**src/rtl/nand_ecc_pkg.sv**
```systemverilog
package nand_ecc_pkg;

    localparam int unsigned BYTE_W    = 8;
    localparam int unsigned CHUNK_LEN = 256;
    localparam int unsigned IDX_W     = $clog2(CHUNK_LEN);
    localparam int unsigned HALF_W    = IDX_W / 2;
    localparam int unsigned GRP_N     = $clog2(BYTE_W);
    localparam int unsigned COL_W     = 2 * GRP_N;

    typedef logic [BYTE_W-1:0] byte_t;
    typedef logic [IDX_W-1:0]  idx_t;

    typedef enum logic {
        ORDER_NORMAL  = 1'b0,
        ORDER_SWAPPED = 1'b1
    } ecc_order_e;

    // per-byte contribution
    typedef struct packed {
        logic             odd;
        logic [COL_W-1:0] col;
    } byte_term_t;

    // running state of one chunk
    typedef struct packed {
        idx_t             line_a;
        idx_t             line_b;
        logic [COL_W-1:0] col;
    } ecc_acc_t;

    typedef struct packed {
        byte_t first;
        byte_t second;
        byte_t colb;
    } ecc_code_t;

    // Bits of a byte whose index has bit 'grp' equal to 'pol'.
    function automatic byte_t group_mask(int grp, int pol);
        byte_t m;
        for (int k = 0; k < BYTE_W; k++) begin
            m[k] = (((k >> grp) & 1) == pol);
        end
        return m;
    endfunction

endpackage

```
**src/rtl/nand_ecc_colpar.sv**
```systemverilog
module nand_ecc_colpar
    import nand_ecc_pkg::*;
(
    input  byte_t      data_i,
    output byte_term_t term_o
);

    logic [COL_W-1:0] col_w;

    // one parity pair per address-bit group of the byte lanes
    for (genvar g = 0; g < GRP_N; g++) begin : g_grp
        for (genvar p = 0; p < 2; p++) begin : g_pol
            assign col_w[2*g+p] = ^(data_i & group_mask(g, p));
        end
    end

    assign term_o.col = col_w;
    assign term_o.odd = ^data_i;

endmodule

```
**src/rtl/nand_ecc_accum.sv**
```systemverilog
module nand_ecc_accum
    import nand_ecc_pkg::*;
(
    input  logic       clk,
    input  logic       rst,
    input  logic       start_i,
    input  logic       order_i,
    input  logic       valid_i,
    input  byte_term_t term_i,
    output ecc_acc_t   fin_acc_o,
    output logic       fin_o,
    output ecc_order_e order_o
);

    ecc_acc_t   acc_q;
    ecc_acc_t   acc_upd;
    idx_t       cnt_q;
    idx_t       idx;
    logic       active_q;
    logic       accept;
    ecc_order_e order_q;

    assign accept = (start_i || active_q) && valid_i;
    assign idx    = start_i ? '0 : cnt_q;

    always_comb begin
        acc_upd = start_i ? '0 : acc_q;
        if (accept) begin
            acc_upd.col = acc_upd.col ^ term_i.col;
            if (term_i.odd) begin
                acc_upd.line_a = acc_upd.line_a ^ idx;
                acc_upd.line_b = acc_upd.line_b ^ ~idx;
            end
        end
    end

    assign fin_o     = accept && (idx == idx_t'(CHUNK_LEN - 1));
    assign fin_acc_o = acc_upd;
    assign order_o   = order_q;

    always_ff @(posedge clk) begin
        if (rst) begin
            acc_q    <= '0;
            cnt_q    <= '0;
            active_q <= 1'b0;
            order_q  <= ORDER_NORMAL;
        end else begin
            if (start_i || accept) begin
                acc_q <= acc_upd;
                cnt_q <= accept ? idx_t'(idx + 1'b1) : '0;
            end
            if (start_i) begin
                order_q  <= ecc_order_e'(order_i);
                active_q <= ~fin_o;
            end else if (fin_o) begin
                active_q <= 1'b0;
            end
        end
    end


    idle_freeze_chk: assert property (@(posedge clk) disable iff (rst)
        (!active_q && !start_i) |=> ($stable(cnt_q) && $stable(acc_q)));

endmodule

```
**src/rtl/nand_ecc_pack.sv**
```systemverilog
module nand_ecc_pack
    import nand_ecc_pkg::*;
(
    input  logic       clk,
    input  logic       rst,
    input  logic       fin_i,
    input  ecc_acc_t   acc_i,
    input  ecc_order_e order_i,
    output ecc_code_t  code_o,
    output logic       done_o
);

    byte_t     hi_w;
    byte_t     lo_w;
    ecc_code_t code_q;
    logic      done_q;

    // interleave A/B pairs, A in the odd position
    for (genvar j = 0; j < HALF_W; j++) begin : g_ilv
        assign lo_w[2*j+1] = acc_i.line_a[j];
        assign lo_w[2*j]   = acc_i.line_b[j];
        assign hi_w[2*j+1] = acc_i.line_a[j+HALF_W];
        assign hi_w[2*j]   = acc_i.line_b[j+HALF_W];
    end

    always_ff @(posedge clk) begin
        if (rst) begin
            code_q <= '1;
            done_q <= 1'b0;
        end else begin
            done_q <= fin_i;
            if (fin_i) begin
                if (order_i == ORDER_SWAPPED) begin
                    code_q.first  <= ~lo_w;
                    code_q.second <= ~hi_w;
                end else begin
                    code_q.first  <= ~hi_w;
                    code_q.second <= ~lo_w;
                end
                code_q.colb <= {~acc_i.col, 2'b11};
            end
        end
    end

    assign code_o = code_q;
    assign done_o = done_q;

endmodule

```
**src/rtl/nand_ecc_gen.sv**
```systemverilog
module nand_ecc_gen
    import nand_ecc_pkg::*;
(
    input  logic       clk,
    input  logic       rst,
    input  logic       start_i,
    input  logic       byte_swap_i,
    input  logic       valid_i,
    input  logic [7:0] data_i,
    output logic [7:0] ecc0_o,
    output logic [7:0] ecc1_o,
    output logic [7:0] ecc2_o,
    output logic       done_o
);

    byte_term_t term;
    ecc_acc_t   fin_acc;
    logic       fin;
    ecc_order_e order;
    ecc_code_t  code;

    nand_ecc_colpar i_colpar (
        .data_i (data_i),
        .term_o (term)
    );

    nand_ecc_accum i_accum (
        .clk       (clk),
        .rst       (rst),
        .start_i   (start_i),
        .order_i   (byte_swap_i),
        .valid_i   (valid_i),
        .term_i    (term),
        .fin_acc_o (fin_acc),
        .fin_o     (fin),
        .order_o   (order)
    );

    nand_ecc_pack i_pack (
        .clk     (clk),
        .rst     (rst),
        .fin_i   (fin),
        .acc_i   (fin_acc),
        .order_i (order),
        .code_o  (code),
        .done_o  (done_o)
    );

    assign ecc0_o = code.first;
    assign ecc1_o = code.second;
    assign ecc2_o = code.colb;


    done_pulse_chk: assert property (@(posedge clk) disable iff (rst)
        done_o |=> !done_o);


    done_after_byte_chk: assert property (@(posedge clk) disable iff (rst)
        done_o |-> $past(valid_i));


    code_hold_chk: assert property (@(posedge clk) disable iff (rst)
        ($past(!rst) && !done_o) |-> $stable({ecc0_o, ecc1_o, ecc2_o}));


    col_tail_chk: assert property (@(posedge clk) disable iff (rst)
        ecc2_o[1:0] == 2'b11);

endmodule

```
**config.mk**
```make
export PLATFORM = sky130hd
export DESIGN_NAME = nand_ecc_gen
export DESIGN_NICKNAME = d
export VERILOG_FILES = /design/src/rtl/nand_ecc_pkg.sv /design/src/rtl/nand_ecc_colpar.sv /design/src/rtl/nand_ecc_accum.sv /design/src/rtl/nand_ecc_pack.sv /design/src/rtl/nand_ecc_gen.sv
export SDC_FILE = /design/constraint.sdc
export NUM_CORES = 1
export LEC_CHECK = 0
export BUFFER_PORTS_ARGS = -buffer_cell sky130_fd_sc_hd__buf_2
export CAP_MARGIN = 20
export CORE_ASPECT_RATIO = 0.9
export CORE_UTILIZATION = 35
export DETAILED_ROUTE_END_ITERATION = 16
export PLACE_DENSITY = 0.57
export SLEW_MARGIN = 20
export SYNTH_ARGS = -nofsm -noshare
export SYNTH_HDL_FRONTEND = slang
export SYNTH_SLANG_ARGS = --single-unit
```
**constraint.sdc**
```tcl
create_clock -name clk -period 2.6 [get_ports clk]
set_clock_uncertainty 0.05 [all_clocks]
set_input_delay 0.78 -clock clk [delete_from_list [all_inputs] [get_ports clk]]
set_output_delay 0.78 -clock clk [all_outputs]
set_load 0.01 [all_outputs]
```
# == Word-level counts from Yosys, hierarchy flattened ==
# Index checks and enable logic that the tools add are counted.
# op_classes
n_addsub,1
n_eq_ne,1
n_mux,8
n_bitwise,8
n_reduce_logical,12
# ops
op,n
$reduce_xor A8 Y1,7
$mux W22,2
$mux W16,2
$not A8 Y8,3
$mux W8,2
$xor A8 B8 Y8,2
$add A8 B1 Y8 const B,1
$eq A8 B8 Y1 const B,1
$not A6 Y6,1
$xor A6 B6 Y6,1
$logic_and A1 B1 Y1,2
$logic_or A1 B1 Y1,2
$mux W1,2
$reduce_bool A2 Y1,1
$not A1 Y1,1
# word_totals
ff_bits,55
input_bits,13
out_inout_bits,25
elab_cells,40

# == Depth between registers and ports, before layout ==
# Gate-level depths: netlist of the first run.
# depth
depth_word,7
ltp_mapped,8
depth_no_buf,6

# == Cells and area by module ==
# Synthesis of the first run repeated with hierarchy kept, for this count alone.
# hier_totals
cells_unflattened,324
hier_area_um2,2854.0
# by_module_without_submodules
module,instances,cells_per_inst,area_each_um2,seq_area_each_um2
nand_ecc_accum,1,208,1630.3,640.6
nand_ecc_pack,1,101,1069.8,460.4
nand_ecc_colpar,1,15,153.9,0.0

# == Worst setup path before layout of the first run ==
# No wires, ideal clock.
# synth_timing
kind,input to register
start,in data_i[4]
end,reg i_pack.code_q (netlist bit i_pack.code_o[13])
setup_ns,0.131
t_arrival_ns,2.129
required_time_ns,2.419
slack_ns,0.290
stages,7
n_path_buf,1
path_cell_list,xnor2_1 > xnor2_2 > xnor2_2 > buf_4 > or3_1 > a21oi_1 > o31ai_1
# synth_between
elab_chain_cells,5
elab_cells_between_ends,6
classes_between,mux (3); bitwise (2); reduce/logical (1)
# synth_lines
element,line_no,text
from (decl),nand_ecc_gen.sv:9,"input logic [7:0] data_i,"
$reduce_xor A8 Y1 *,nand_ecc_colpar.sv:18,assign term_o.odd = ^data_i;
$mux W16 *,nand_ecc_accum.sv:30,if (term_i.odd) begin
$mux W22 *,nand_ecc_accum.sv:28,if (accept) begin
$not A8 Y8 (on tied branches),"nand_ecc_pack.sv:38, nand_ecc_pack.sv:35",
$mux W16 *,nand_ecc_pack.sv:33,if (order_i == ORDER_SWAPPED) begin
to (decl),nand_ecc_pack.sv:15,ecc_code_t code_q;
# Every way passes the cells marked *; elsewhere a longest branch is shown, timed or not.
# A chain may end at the register's enable or synchronous reset.

# == Worst setup path in the final report of the first run ==
# layout_timing
start,in data_i[4]
end,reg i_pack.code_q (netlist bit i_pack.code_o[16])
# layout_between
elab_chain_cells,5
elab_cells_between_ends,6
classes_between,mux (3); bitwise (2); reduce/logical (1)
# layout_lines
element,line_no
$reduce_xor A8 Y1 *,nand_ecc_colpar.sv:18
$mux W16 *,nand_ecc_accum.sv:30
$mux W22 *,nand_ecc_accum.sv:28
$not A8 Y8 (on tied branches),"nand_ecc_pack.sv:37, nand_ecc_pack.sv:34"
$mux W16 *,nand_ecc_pack.sv:33
# Marks and branches as above.

==> results of run 1 <==
[per-stage QoR]
step	area, sq um	util, %	hold WS (ps)
after floorplan	2650	-	424
after global placement	2980	41.5	396
after detailed placement	2980	41.5	399
after CTS	3050	42.5	421
after global routing	3050	42.5	441
final	3050	42.5	416
[synth_stat cells (all sizes together), types with 3 or more instances]
| library cell | n |
|---|---|
| buf | 5 |
| a211oi | 6 |
| nor2 | 36 |
| xor2 | 6 |
| dfxtp | 55 |
| xnor2 | 24 |
| clkbuf | 17 |
| o311ai | 8 |
| or3 | 7 |
| nor2b | 10 |
| o31ai | 7 |
| nor3 | 8 |
| a21oi | 44 |
| nand3b | 7 |
| nand4 | 3 |
| nand2 | 32 |
| o211ai | 10 |
| o21ai | 11 |
[routing by layer]
metal | wire length, microns | vias to the layer above | global-route usage, %
met3 | 281 | 2 | 3.26
met1 | 2890 | 1054 | 22.6
met5 | 0 | - | 0
met2 | 2750 | 53 | 25.2
met4 | 35 | 0 | 3.78
li1 | - | 1175 | -
[flip-flops by register name, summed over array words and instances (netlist names)]
name,count
i_pack.done_o,1
i_pack.code_o,22
i_accum.active_q,1
i_accum.cnt_q,8
i_accum.acc_q,22
i_accum.order_o,1
[layout make-up]
type                    count  area, sq um  area share [%]
clock buffers               6         72.6            2.38
inverters                   1         3.75           0.123
multi-input cells         236         1450            47.5
flip-flops and latches     55         1100            36.1
well taps                  93          116            3.81
repair buffers             51          308            10.1
[cell families (layout without fill, tap and decap cells)]
group | after synthesis | count (layout)
compound gates | 89 | 89
xor+xnor | 30 | 30
buf+inv | 23 | 58
flops | 55 | 55
mux | 1 | 1
other cells | 1 | 2
simple gates | 114 | 114
[report_power, final]
part	total [mW]	leakage, nW	internal (mW)	switching (mW)
clock	0.439	0.0371	0.181	0.258
sequential	0.887	0.446	0.869	0.0180
combinational	0.335	0.578	0.134	0.201
[critical path, stage by stage]
cell	delay [ps]
buf_2	110
xnor2_1	240
xnor2_2	150
xnor2_2	180
buf_12	180
o311ai_1	440
nand2_1	110
a211oi_1	250
[worst max path at each step]
stage | slack (ps) | endpoint | cells after the start
after CTS | 330 | i_pack.code_o[8] | 8
after floorplan | 290 | i_pack.code_o[13] | 7
after detailed placement | 20 | i_pack.code_o[8] | 8
final | 330 | i_pack.code_o[16] | 8
after global routing | 180 | i_pack.code_o[16] | 8
after global placement | 50 | i_pack.code_o[8] | 8
[layout by cell type (no fill, tap or decap), types with 2 or more instances in the layout]
cell      synthesis  final
nor2b_1          10     10
a211oi_1          6      6
buf_2             1     35
a21oi_1          44     44
o211ai_1         10     10
xor2_1            6      6
or3_1             7      7
conb_1            1      2
nor3_1            8      8
nand2_1          32     32
o311ai_4          3      3
clkbuf_8          0      5
o311ai_1          4      4
nand3_1           2      2
nand3b_1          7      7
nor2_1           36     36
dfxtp_1          55     55
buf_4             3     15
or2_2             2      2
or4_1             2      2
o31ai_1           7      7
nand4_1           3      3
xnor2_2           3      3
and3_1            2      2
o21ai_1          11     11
xnor2_1          21     21
==> impl_metrics.prom, run 1 <==
# TYPE chip_impl_metric gauge
chip_impl_info{name="run_status",value="finished, final reports clean"} 1
chip_impl_metric{name="boundaryPins",unit=""} 38
chip_impl_metric{name="worst-r2r-setup-slack",unit="ps"} 650
chip_impl_metric{name="synth-compound-area-share",unit="%"} 22.7
chip_impl_metric{name="ctsResizeCount",unit=""} 0
chip_impl_metric{name="setup_viol",unit=""} 0
chip_impl_metric{name="timing_max_transition_violations_final",unit=""} 0
chip_impl_metric{name="fin_setup_tns",unit="ps"} 0
chip_impl_info{name="worstSetupEndpointType",value="register"} 1
chip_impl_metric{name="ff2ff_path_depth",unit=""} 6
chip_impl_metric{name="synthSimpleGateAreaFrac",unit="%"} 20.7
chip_impl_metric{name="core",unit="sq mm"} 0.00718
chip_impl_metric{name="detailedRoute.firstPassIterationCount",unit=""} 4
chip_impl_metric{name="die_h",unit="microns"} 84.5
chip_impl_metric{name="grt.total_usage",unit="%"} 16.1
chip_impl_metric{name="worst_skew_pair.late_latency",unit="ps"} 290
chip_impl_metric{name="post-place-cells",unit=""} 436
chip_impl_metric{name="synth_xor_area_share",unit="%"} 10.8
chip_impl_metric{name="post-place-ws",unit="ps"} 15.2
chip_impl_metric{name="gp_routability_congestion",unit=""} 0.746
chip_impl_metric{name="max_cap_violations",unit=""} 0
chip_impl_metric{name="cts_setup_buffers",unit=""} 0
chip_impl_metric{name="fmax",unit="MHz"} 440
chip_impl_metric{name="ir_worst_vdd",unit="V"} 0.000313
chip_impl_metric{name="total_power",unit="mW"} 1.66
chip_impl_metric{name="synthToLayoutAreaGrowth",unit="%"} 15.3
chip_impl_metric{name="layout.cells.non_filler",unit=""} 442
chip_impl_metric{name="die_area",unit="sq mm"} 0.00792
chip_impl_info{name="worstReg2RegStart",value="i_accum.cnt_q[4]"} 1
chip_impl_metric{name="whs_path_depth",unit=""} 2
chip_impl_metric{name="first_global_vias",unit=""} 2089
chip_impl_metric{name="drt-wirelength-per-cell",unit="microns"} 13.5
chip_impl_metric{name="cellPowerDensity",unit="mW/mm^2"} 544
chip_impl_info{name="synthDominantAreaCellType",value="dfxtp_1"} 1
chip_impl_metric{name="cts-buffers-inserted",unit=""} 5
chip_impl_metric{name="hold_buffers",unit=""} 0
chip_impl_metric{name="yosys_warnings",unit=""} 0
chip_impl_metric{name="htree_num_levels",unit=""} 2
chip_impl_metric{name="critical_path_peak_fanout",unit=""} 25
chip_impl_metric{name="synthDominantCellAreaShare",unit="%"} 41.6
chip_impl_info{name="dominantRegCellSynth",value="dfxtp_1"} 1
chip_impl_info{name="setup.worst_path.class",value="input port to register"} 1
chip_impl_info{name="cts_tree",value="yes"} 1
chip_impl_metric{name="io_buffer_count",unit=""} 35
chip_impl_metric{name="setup_ws",unit="ps"} 327
chip_impl_metric{name="synth_seq_cells",unit=""} 55
chip_impl_metric{name="cts.reportedPaths.clkPinSlew",unit="ps"} 90
chip_impl_metric{name="drt_wl_total",unit="microns"} 5950
chip_impl_metric{name="remaining_drc_errors",unit=""} 0
chip_impl_metric{name="critPathRequiredTime",unit="ps"} 2760
chip_impl_metric{name="antenna_cells",unit=""} 0
chip_impl_metric{name="fin_crit_sh",unit="%"} 87.4
chip_impl_info{name="synth.area.top_cells",value="dfxtp_1 42%, a21oi_1 8.3%, xnor2_1 6.9%"} 1
chip_impl_info{name="crit_path_start",value="data_i[4]"} 1
chip_impl_metric{name="static-leakage-power",unit="nW"} 1.06
chip_impl_metric{name="width_of_the_die",unit="microns"} 93.7
chip_impl_metric{name="placement_rows",unit=""} 29
chip_impl_info{name="hold_path.class",value="register to register"} 1
chip_impl_metric{name="synth.area.mux_share",unit="%"} 0.378
chip_impl_info{name="regToRegEndpoint",value="i_pack.code_o[23]"} 1
chip_impl_info{name="main_combinational_cell_family_by_area_after_synthesis",value="compound AO/OA/AOI/OAI gates"} 1
chip_impl_metric{name="yosysSeqAreaShare",unit="%"} 41.6
chip_impl_metric{name="initial_core_utilization",unit="%"} 36.9
chip_impl_metric{name="filler_cell_count",unit=""} 742
chip_impl_metric{name="synth_adder_area_share",unit="%"} 0
chip_impl_metric{name="hold_viol_final",unit=""} 0
chip_impl_metric{name="synthCells",unit=""} 313
chip_impl_metric{name="via_count",unit=""} 2284
chip_impl_metric{name="clk_sink_count",unit=""} 55
chip_impl_metric{name="clock_path_buffers",unit=""} 2
chip_impl_metric{name="synthesis.area",unit="sq mm"} 0.00265
chip_impl_metric{name="grt_max_degree",unit=""} 34
chip_impl_info{name="clk_root_buffer_cell",value="clkbuf_8"} 1
chip_impl_metric{name="drt-initial-drc-count",unit=""} 133
chip_impl_metric{name="async_reset_ff_share",unit="%"} 0
chip_impl_metric{name="postRouteAntennaNets",unit=""} 0
chip_impl_metric{name="nNetsFinal",unit=""} 363
chip_impl_metric{name="grt_antenna_before_repair",unit=""} 0
chip_impl_metric{name="number_of_enable_flip_flop_cells_after_synthesis",unit=""} 0
chip_impl_metric{name="detailed_place_hpwl",unit="microns"} 4290
chip_impl_info{name="hold-path-endpoint",value="i_pack.code_o[7]"} 1
chip_impl_metric{name="grt_remaining_overflow",unit=""} 0
chip_impl_info{name="grt_setup_unrepaired",value="false"} 1
chip_impl_metric{name="grt_pass1_wl",unit="microns"} 10100
chip_impl_info{name="cp-start-kind",value="input port"} 1
chip_impl_metric{name="critPathArrivalTime",unit="ps"} 2440
chip_impl_metric{name="layout-drive-gt1-share",unit="%"} 18.6
chip_impl_metric{name="post_synth_num_cell_types",unit=""} 36
chip_impl_info{name="hp_start",value="i_pack.code_o[7]"} 1
chip_impl_metric{name="synth_area_per_cell",unit="sq um"} 8.46
chip_impl_metric{name="min_period",unit="ps"} 2270
chip_impl_metric{name="drt-vias-per-instance",unit=""} 5.17
Power figures use the tool's default switching activity.
==> run 2: changes to the inputs <==
==> constraint.sdc (replaced) <==
create_clock -name clk -period 2.6 [get_ports clk]
set_clock_uncertainty 0.05 [all_clocks]
set_input_delay 0.13 -clock clk [delete_from_list [all_inputs] [get_ports clk]]
set_output_delay 0.13 -clock clk [all_outputs]
set_load 0.01 [all_outputs]
==> run 2 against run 1 <==
Compared with the run above: sequential cell count is the same; utilization decreased by 0.37 points; sequential share of layout area is 0.31 points higher; design area shrank 0.86%; die area unchanged; register-to-register slack worse by 220 ps; cell count is 0.23% lower; critical path depth down 1; non-clock buffer count fell by 3; maximum frequency rose by 4.6%; wire length up 3.6%; global-route usage up 0.83 points.
==> impl_metrics.prom, run 2 (same netlist as run 1, synthesis figures left out) <==
# TYPE chip_impl_metric gauge
chip_impl_metric{name="ff2ff_path_depth",unit=""} 7
chip_impl_metric{name="fmax",unit="MHz"} 460
chip_impl_metric{name="cts.reportedPaths.clkPinSlew",unit="ps"} 90
chip_impl_metric{name="cp_num_buf_inv",unit=""} 2
chip_impl_metric{name="crit_path_max_incr_delay",unit="ps"} 520
chip_impl_metric{name="grt_pass1_wl",unit="microns"} 10600
chip_impl_metric{name="min_period",unit="ps"} 2170
chip_impl_metric{name="fin_setup_tns",unit="ps"} 0
chip_impl_metric{name="cts_setup_buffers",unit=""} 0
chip_impl_metric{name="critPathArrivalTime",unit="ps"} 2320
chip_impl_metric{name="worst_skew_pair.late_latency",unit="ps"} 310
chip_impl_info{name="setup.worst_path.class",value="register to register"} 1
chip_impl_metric{name="detailedRoute.firstPassIterationCount",unit=""} 4
chip_impl_metric{name="detailed_place_hpwl",unit="microns"} 4370
chip_impl_metric{name="placement_rows",unit=""} 29
chip_impl_info{name="cp-start-kind",value="register"} 1
chip_impl_metric{name="max_slew.worst_pin.slew",unit="ps"} 723
chip_impl_metric{name="grt_remaining_overflow",unit=""} 0
chip_impl_info{name="run_status",value="finished, final reports clean"} 1
chip_impl_metric{name="setup_viol",unit=""} 0
chip_impl_metric{name="cts-buffers-inserted",unit=""} 5
chip_impl_info{name="crit_chain",value="nand4_1 -> nor2_1 -> nand4_1 -> buf_4 -> buf_4 -> a21oi_1 -> o31ai_1"} 1
chip_impl_metric{name="filler_cell_count",unit=""} 779
chip_impl_metric{name="max-slew-margin-rel",unit="%"} 51.6
chip_impl_metric{name="die_h",unit="microns"} 84.5
chip_impl_metric{name="nNetsFinal",unit=""} 360
chip_impl_metric{name="via_count",unit=""} 2261
chip_impl_metric{name="multi_input_comb_area",unit="sq mm"} 0.00145
chip_impl_metric{name="antenna_cells",unit=""} 0
chip_impl_metric{name="die_area",unit="sq mm"} 0.00792
chip_impl_metric{name="number_of_gates_on_the_worst_path_with_buffers_counted",unit=""} 7
chip_impl_metric{name="core",unit="sq mm"} 0.00718
chip_impl_metric{name="remaining_drc_errors",unit=""} 0
chip_impl_metric{name="cellPowerDensity",unit="mW/mm^2"} 549
chip_impl_metric{name="critPathRequiredTime",unit="ps"} 2750
chip_impl_metric{name="first_global_vias",unit=""} 2169
chip_impl_metric{name="hold_viol_final",unit=""} 0
chip_impl_info{name="clk_root_buffer_cell",value="clkbuf_8"} 1
chip_impl_metric{name="drt-initial-drc-count",unit=""} 89
chip_impl_metric{name="grt_max_degree",unit=""} 25
chip_impl_metric{name="ctsResizeCount",unit=""} 0
chip_impl_info{name="grt_setup_unrepaired",value="false"} 1
chip_impl_metric{name="drt-wirelength-per-cell",unit="microns"} 14.0
chip_impl_metric{name="fin_crit_sh",unit="%"} 83.6
chip_impl_metric{name="io_buffer_count",unit=""} 35
chip_impl_metric{name="critical_path_peak_fanout",unit=""} 12
chip_impl_info{name="cts_tree",value="yes"} 1
chip_impl_metric{name="ir_worst_vdd",unit="V"} 0.000214
chip_impl_metric{name="grt_antenna_before_repair",unit=""} 0
chip_impl_info{name="critPathSlowestCell",value="dfxtp_1"} 1
chip_impl_metric{name="postRouteAntennaNets",unit=""} 0
chip_impl_metric{name="gp_routability_congestion",unit=""} 0.768
chip_impl_metric{name="register_area",unit="sq mm"} 0.00110
chip_impl_metric{name="grt.total_usage",unit="%"} 16.9
chip_impl_metric{name="timing_max_transition_violations_final",unit=""} 0
chip_impl_info{name="worstSetupEndpointType",value="register"} 1
chip_impl_metric{name="drt-vias-per-instance",unit=""} 5.13
chip_impl_metric{name="drt_wl_total",unit="microns"} 6170
chip_impl_metric{name="static-leakage-power",unit="nW"} 1.05
chip_impl_metric{name="htree_num_levels",unit=""} 2
chip_impl_metric{name="postPlaceCellArea",unit="sq mm"} 0.00295
chip_impl_metric{name="width_of_the_die",unit="microns"} 93.7
chip_impl_metric{name="hold_buffers",unit=""} 0
chip_impl_metric{name="max_cap_violations",unit=""} 0
chip_impl_info{name="layout_commonest_cell",value="dfxtp_1"} 1
chip_impl_info{name="path_delay_family",value="simple AND/OR/NAND/NOR gates"} 1
chip_impl_metric{name="synthToLayoutAreaGrowth",unit="%"} 14.3
chip_impl_info{name="most-common-layout-cells",value="55 x dfxtp_1, 44 x a21oi_1, 36 x nor2_1"} 1
chip_impl_metric{name="boundaryPins",unit=""} 38
chip_impl_metric{name="clock_path_buffers",unit=""} 2
chip_impl_metric{name="clk_sink_count",unit=""} 55
chip_impl_metric{name="whs_path_depth",unit=""} 3
chip_impl_metric{name="worst-r2r-setup-slack",unit="ps"} 430
chip_impl_info{name="hold_path.class",value="input port to register"} 1
chip_impl_metric{name="layout-drive-gt1-share",unit="%"} 18.1
chip_impl_metric{name="total_power",unit="mW"} 1.66
chip_impl_metric{name="initial_core_utilization",unit="%"} 36.9
chip_impl_metric{name="post-route-cell-area",unit="sq mm"} 0.00303
run 2: cell types whose count changed in the layout (fill, tap and decap cells not counted), sizes merged:
| cell | previous run | this run |
|---|---|---|
| clkbuf | 6 | 7 |
| clkinv | 0 | 1 |
| buf | 51 | 48 |
run 2: worst min-delay path, delay by kind of cell:
kind,cells,cell delay (ps)
buffers and inverters,1,80
AOI/OAI and AO/OA,1,50
and+or+nand+nor,1,80
run 2: per-layer routing:
metal,wire [microns],vias up,global-route usage [%]
met5,0,-,0
met4,38,0,4.20
met3,195,4,3.62
met2,2900,39,27.3
met1,3030,1046,22.9
li1,-,1172,-
run 2: path summary, 6_finish.rpt:
path                                           to        startpoint
worst min register to register   i_pack.code_o[7]  i_pack.code_o[7]
worst max register to register  i_pack.code_o[21]  i_accum.cnt_q[2]
worst max-delay path            i_pack.code_o[21]  i_accum.cnt_q[2]
worst min-delay path              i_accum.order_o       byte_swap_i
run 2: report_power, final:
| group | internal [mW] | switching, mW | leakage [nW] |
|---|---|---|---|
| clock | 0.190 | 0.275 | 0.0422 |
| combinational | 0.109 | 0.199 | 0.557 |
| sequential | 0.869 | 0.0190 | 0.446 |
run 2: through the flow:
step	hold slack (ps)	instances	worst slack [ps]	util [%]
finish	22.8	441	426	42.1
global route	49.3	441	206	42.1
CTS	19.4	441	396	42.1
detailed placement	335	433	319	41.0
global placement	319	433	408	41.0
floorplan	221	314	769	-
run 2: layout make-up:
type	count	share of cell area (%)
clock buffers	7	2.52
clock inverters	1	0.165
inverters	1	0.124
multi-input cells	236	48.0
flip-flops and latches	55	36.4
well taps	93	3.84
repair buffers	48	9.01
==> run 3: changes to the inputs <==
ABC_AREA = 1   (was not set)
clock period = 2.25 ns   (was 2.6 ns; I/O delays follow)
==> run 3 against run 2 <==
Compared with the run above: highest routed layer unchanged; clock-buffer cell count is 2 lower; total power grew 23%; critical path depth is 3 higher; worst setup slack gained 34 ps; via count grew 28%; maximum frequency increased by 21%; wire length grew 22%; non-clock buffer count shrank 2.
==> impl_metrics.prom, run 3 <==
# TYPE chip_impl_metric gauge
chip_impl_info{name="run_status",value="finished, final reports clean"} 1
chip_impl_metric{name="ctsResizeCount",unit=""} 0
chip_impl_metric{name="cellPowerDensity",unit="mW/mm^2"} 609
chip_impl_metric{name="gp_routability_congestion",unit=""} 0.901
chip_impl_metric{name="grt.total_usage",unit="%"} 18.1
chip_impl_metric{name="whs_path_depth",unit=""} 3
chip_impl_info{name="regToRegEndpoint",value="i_accum.active_q"} 1
chip_impl_info{name="most-common-layout-cells",value="161 x nand2_1, 65 x nand3_1, 55 x dfxtp_1"} 1
chip_impl_metric{name="die_h",unit="microns"} 88.9
chip_impl_info{name="cp-start-kind",value="register"} 1
chip_impl_info{name="hold_path.class",value="input port to register"} 1
chip_impl_metric{name="synthToLayoutAreaGrowth",unit="%"} 14.0
chip_impl_info{name="synthDominantAreaCellType",value="dfxtp_1"} 1
chip_impl_metric{name="synthCells",unit=""} 451
chip_impl_metric{name="detailed_place_hpwl",unit="microns"} 5410
chip_impl_metric{name="grt_pass1_wl",unit="microns"} 12400
chip_impl_metric{name="post-place-cells",unit=""} 577
chip_impl_info{name="worstReg2RegStart",value="i_accum.cnt_q[0]"} 1
chip_impl_metric{name="setup_viol",unit=""} 0
chip_impl_metric{name="drt_wl_total",unit="microns"} 7500
chip_impl_metric{name="synth_adder_area_share",unit="%"} 0
chip_impl_info{name="setup.worst_path.class",value="register to register"} 1
chip_impl_info{name="layout_commonest_cell",value="nand2_1"} 1
chip_impl_metric{name="setup_ws",unit="ps"} 460
chip_impl_metric{name="synthSimpleGateAreaFrac",unit="%"} 41.8
chip_impl_metric{name="ir_worst_vdd",unit="V"} 0.000263
chip_impl_metric{name="synthDominantCellAreaShare",unit="%"} 37.5
chip_impl_metric{name="clk_sink_count",unit=""} 55
chip_impl_metric{name="initial_core_utilization",unit="%"} 36.2
chip_impl_info{name="hp_start",value="start_i"} 1
chip_impl_metric{name="grt_max_degree",unit=""} 25
chip_impl_metric{name="number_of_enable_flip_flop_cells_after_synthesis",unit=""} 0
chip_impl_metric{name="fin_setup_tns",unit="ps"} 0
chip_impl_metric{name="postRouteAntennaNets",unit=""} 0
chip_impl_metric{name="critPathArrivalTime",unit="ps"} 1970
chip_impl_info{name="synth.area.top_cells",value="dfxtp_1 37%, nand2_1 21%, nand3_1 11%"} 1
chip_impl_metric{name="htree_num_levels",unit=""} 2
chip_impl_metric{name="clock_power_share",unit="%"} 34.1
chip_impl_metric{name="core",unit="sq mm"} 0.00811
chip_impl_metric{name="detailedRoute.firstPassIterationCount",unit=""} 6
chip_impl_metric{name="post_synth_num_cell_types",unit=""} 32
chip_impl_metric{name="die_area",unit="sq mm"} 0.00876
chip_impl_metric{name="p_switching",unit="mW"} 0.598
chip_impl_metric{name="first_global_vias",unit=""} 2549
chip_impl_metric{name="synthesis.area",unit="sq mm"} 0.00294
chip_impl_metric{name="power.sequential.fraction",unit="%"} 49.5
chip_impl_info{name="clk_root_buffer_cell",value="clkbuf_8"} 1
chip_impl_metric{name="grt_remaining_overflow",unit=""} 0
chip_impl_info{name="dominantRegCellSynth",value="dfxtp_1"} 1
chip_impl_metric{name="max_cap_violations",unit=""} 0
chip_impl_metric{name="internal-power",unit="mW"} 1.44
chip_impl_metric{name="antenna_cells",unit=""} 0
chip_impl_metric{name="placement_rows",unit=""} 31
chip_impl_metric{name="worst_skew_pair.late_latency",unit="ps"} 320
chip_impl_metric{name="layout-drive-gt1-share",unit="%"} 13.8
chip_impl_metric{name="synth_xor_area_share",unit="%"} 5.07
chip_impl_metric{name="min_period",unit="ps"} 1790
chip_impl_metric{name="critPathRequiredTime",unit="ps"} 2430
chip_impl_info{name="worstSetupEndpointType",value="register"} 1
chip_impl_info{name="synth_top_cells_by_count",value="161 x nand2_1, 65 x nand3_1, 55 x dfxtp_1"} 1
chip_impl_metric{name="critical_path_peak_fanout",unit=""} 8
chip_impl_info{name="synth_most_common_cell",value="nand2_1"} 1
chip_impl_metric{name="synth_area_per_cell",unit="sq um"} 6.51
chip_impl_metric{name="via_count",unit=""} 2885
chip_impl_metric{name="boundaryPins",unit=""} 38
chip_impl_metric{name="drt-vias-per-instance",unit=""} 4.92
chip_impl_metric{name="timing_max_transition_violations_final",unit=""} 0
chip_impl_metric{name="layout.cells.non_filler",unit=""} 586
chip_impl_metric{name="io_buffer_count",unit=""} 35
chip_impl_metric{name="cts_setup_buffers",unit=""} 0
chip_impl_metric{name="yosys_warnings",unit=""} 0
chip_impl_metric{name="fin_crit_sh",unit="%"} 79.6
chip_impl_metric{name="synth_seq_cells",unit=""} 55
chip_impl_metric{name="synth.area.mux_share",unit="%"} 0
chip_impl_info{name="main_combinational_cell_family_by_area_after_synthesis",value="simple AND/OR/NAND/NOR gates"} 1
chip_impl_metric{name="clock_path_buffers",unit=""} 2
chip_impl_metric{name="drt-initial-drc-count",unit=""} 159
chip_impl_metric{name="switching_share_of_power",unit="%"} 29.3
chip_impl_metric{name="power.combinational.fraction",unit="%"} 16.4
chip_impl_metric{name="async_reset_ff_share",unit="%"} 0
chip_impl_metric{name="cts-buffers-inserted",unit=""} 5
chip_impl_info{name="grt_setup_unrepaired",value="false"} 1
chip_impl_metric{name="post-place-ws",unit="ps"} 249
chip_impl_metric{name="worst-r2r-setup-slack",unit="ps"} 460
chip_impl_metric{name="fmax",unit="MHz"} 559
chip_impl_metric{name="util_after_layout",unit="%"} 41.3
chip_impl_metric{name="nNetsFinal",unit=""} 499
chip_impl_info{name="cts_tree",value="yes"} 1
chip_impl_metric{name="drt-wirelength-per-cell",unit="microns"} 12.8
chip_impl_metric{name="hold_viol_final",unit=""} 0
chip_impl_metric{name="static-leakage-power",unit="nW"} 1.50
chip_impl_metric{name="width_of_the_die",unit="microns"} 98.6
chip_impl_metric{name="yosysSeqAreaShare",unit="%"} 37.5
chip_impl_metric{name="remaining_drc_errors",unit=""} 0
chip_impl_metric{name="grt_antenna_before_repair",unit=""} 0
chip_impl_metric{name="ff2ff_path_depth",unit=""} 10
chip_impl_metric{name="synth-compound-area-share",unit="%"} 7.84
chip_impl_metric{name="cts.reportedPaths.clkPinSlew",unit="ps"} 110
chip_impl_info{name="hold-path-endpoint",value="i_accum.order_o"} 1
==> run 3: cell type report <==
| type | count | area [sq um] |
|---|---|---|
| Sequential cell | 55 | 1100 |
| Tap cell | 99 | 124 |
| Clock buffer | 5 | 68.8 |
| Inverter | 34 | 131 |
| Multi-Input combinational cell | 344 | 1620 |
| Clock inverter | 3 | 46.3 |
| Fill cell | 847 | 4760 |
| Timing Repair Buffer | 46 | 260 |
==> run 3: cells by family after synthesis <==
kind of cell | Yosys count
other | 1
AO/OA/AOI/OAI | 45
flip-flops | 55
XOR/XNOR | 17
buffers and inverters | 53
AND/OR/NAND/NOR | 280
==> run 3: critical path, stage by stage, from the launching register on <==
cell,delay [ps]
dfxtp_1,390
nand4_1,210
nor2_4,200
nand2_2,70
inv_2,100
nand3_1,90
inv_2,80
nand3_1,90
nand2_1,250
or2_1,150
inv_1,30
==> run 3: power by group through the flow <==
stage | clock (mW) | sequential (mW) | combinational [mW]
2_1_floorplan | 0 | 1.03 | 0.248
3_3_place_gp | 0 | 1.03 | 0.326
3_5_place_dp | 0 | 1.03 | 0.331
4_1_cts | 0.716 | 1.01 | 0.334
5_1_grt | 0.759 | 1.01 | 0.384
6_report | 0.696 | 1.01 | 0.334
==> run 3: per-stage QoR <==
| step | hold slack [ps] | power (mW) | area (sq um) |
|---|---|---|---|
| 2_1_floorplan | 203 | 1.28 | 2940 |
| 3_3_place_gp | 296 | 1.36 | 3220 |
| 3_5_place_dp | 304 | 1.36 | 3220 |
| 4_1_cts | 78.6 | 2.06 | 3350 |
| 5_1_grt | 116 | 2.16 | 3350 |
| 6_report | 81.2 | 2.04 | 3350 |
==> run 3: layer usage <==
layer,GRT usage [%],share of wire [%]
met2,29.4,44
met3,3.21,4.7
met1,24.6,50
met5,0,0
met4,6.11,1.3
==> run 3: worst max path at each step <==
stage | from | end | slack [ps] | depth (start not counted)
3_3_place_gp | start_i | i_accum.active_q | 270 | 12
2_1_floorplan | i_accum.active_q | i_accum.active_q | 730 | 12
3_5_place_dp | start_i | i_accum.active_q | 250 | 12
5_1_grt | i_accum.cnt_q[5] | i_pack.code_o[18] | 240 | 5
6_report | i_accum.cnt_q[0] | i_accum.active_q | 460 | 10
4_1_cts | i_accum.cnt_q[0] | i_accum.active_q | 430 | 10
==> run 3: what timing repair did <==
action | 4_1_cts | 5_1_grt
setup endpoints to repair | 0 | 0
hold endpoints to repair | 1 | 0
hold buffers | 1 | 0
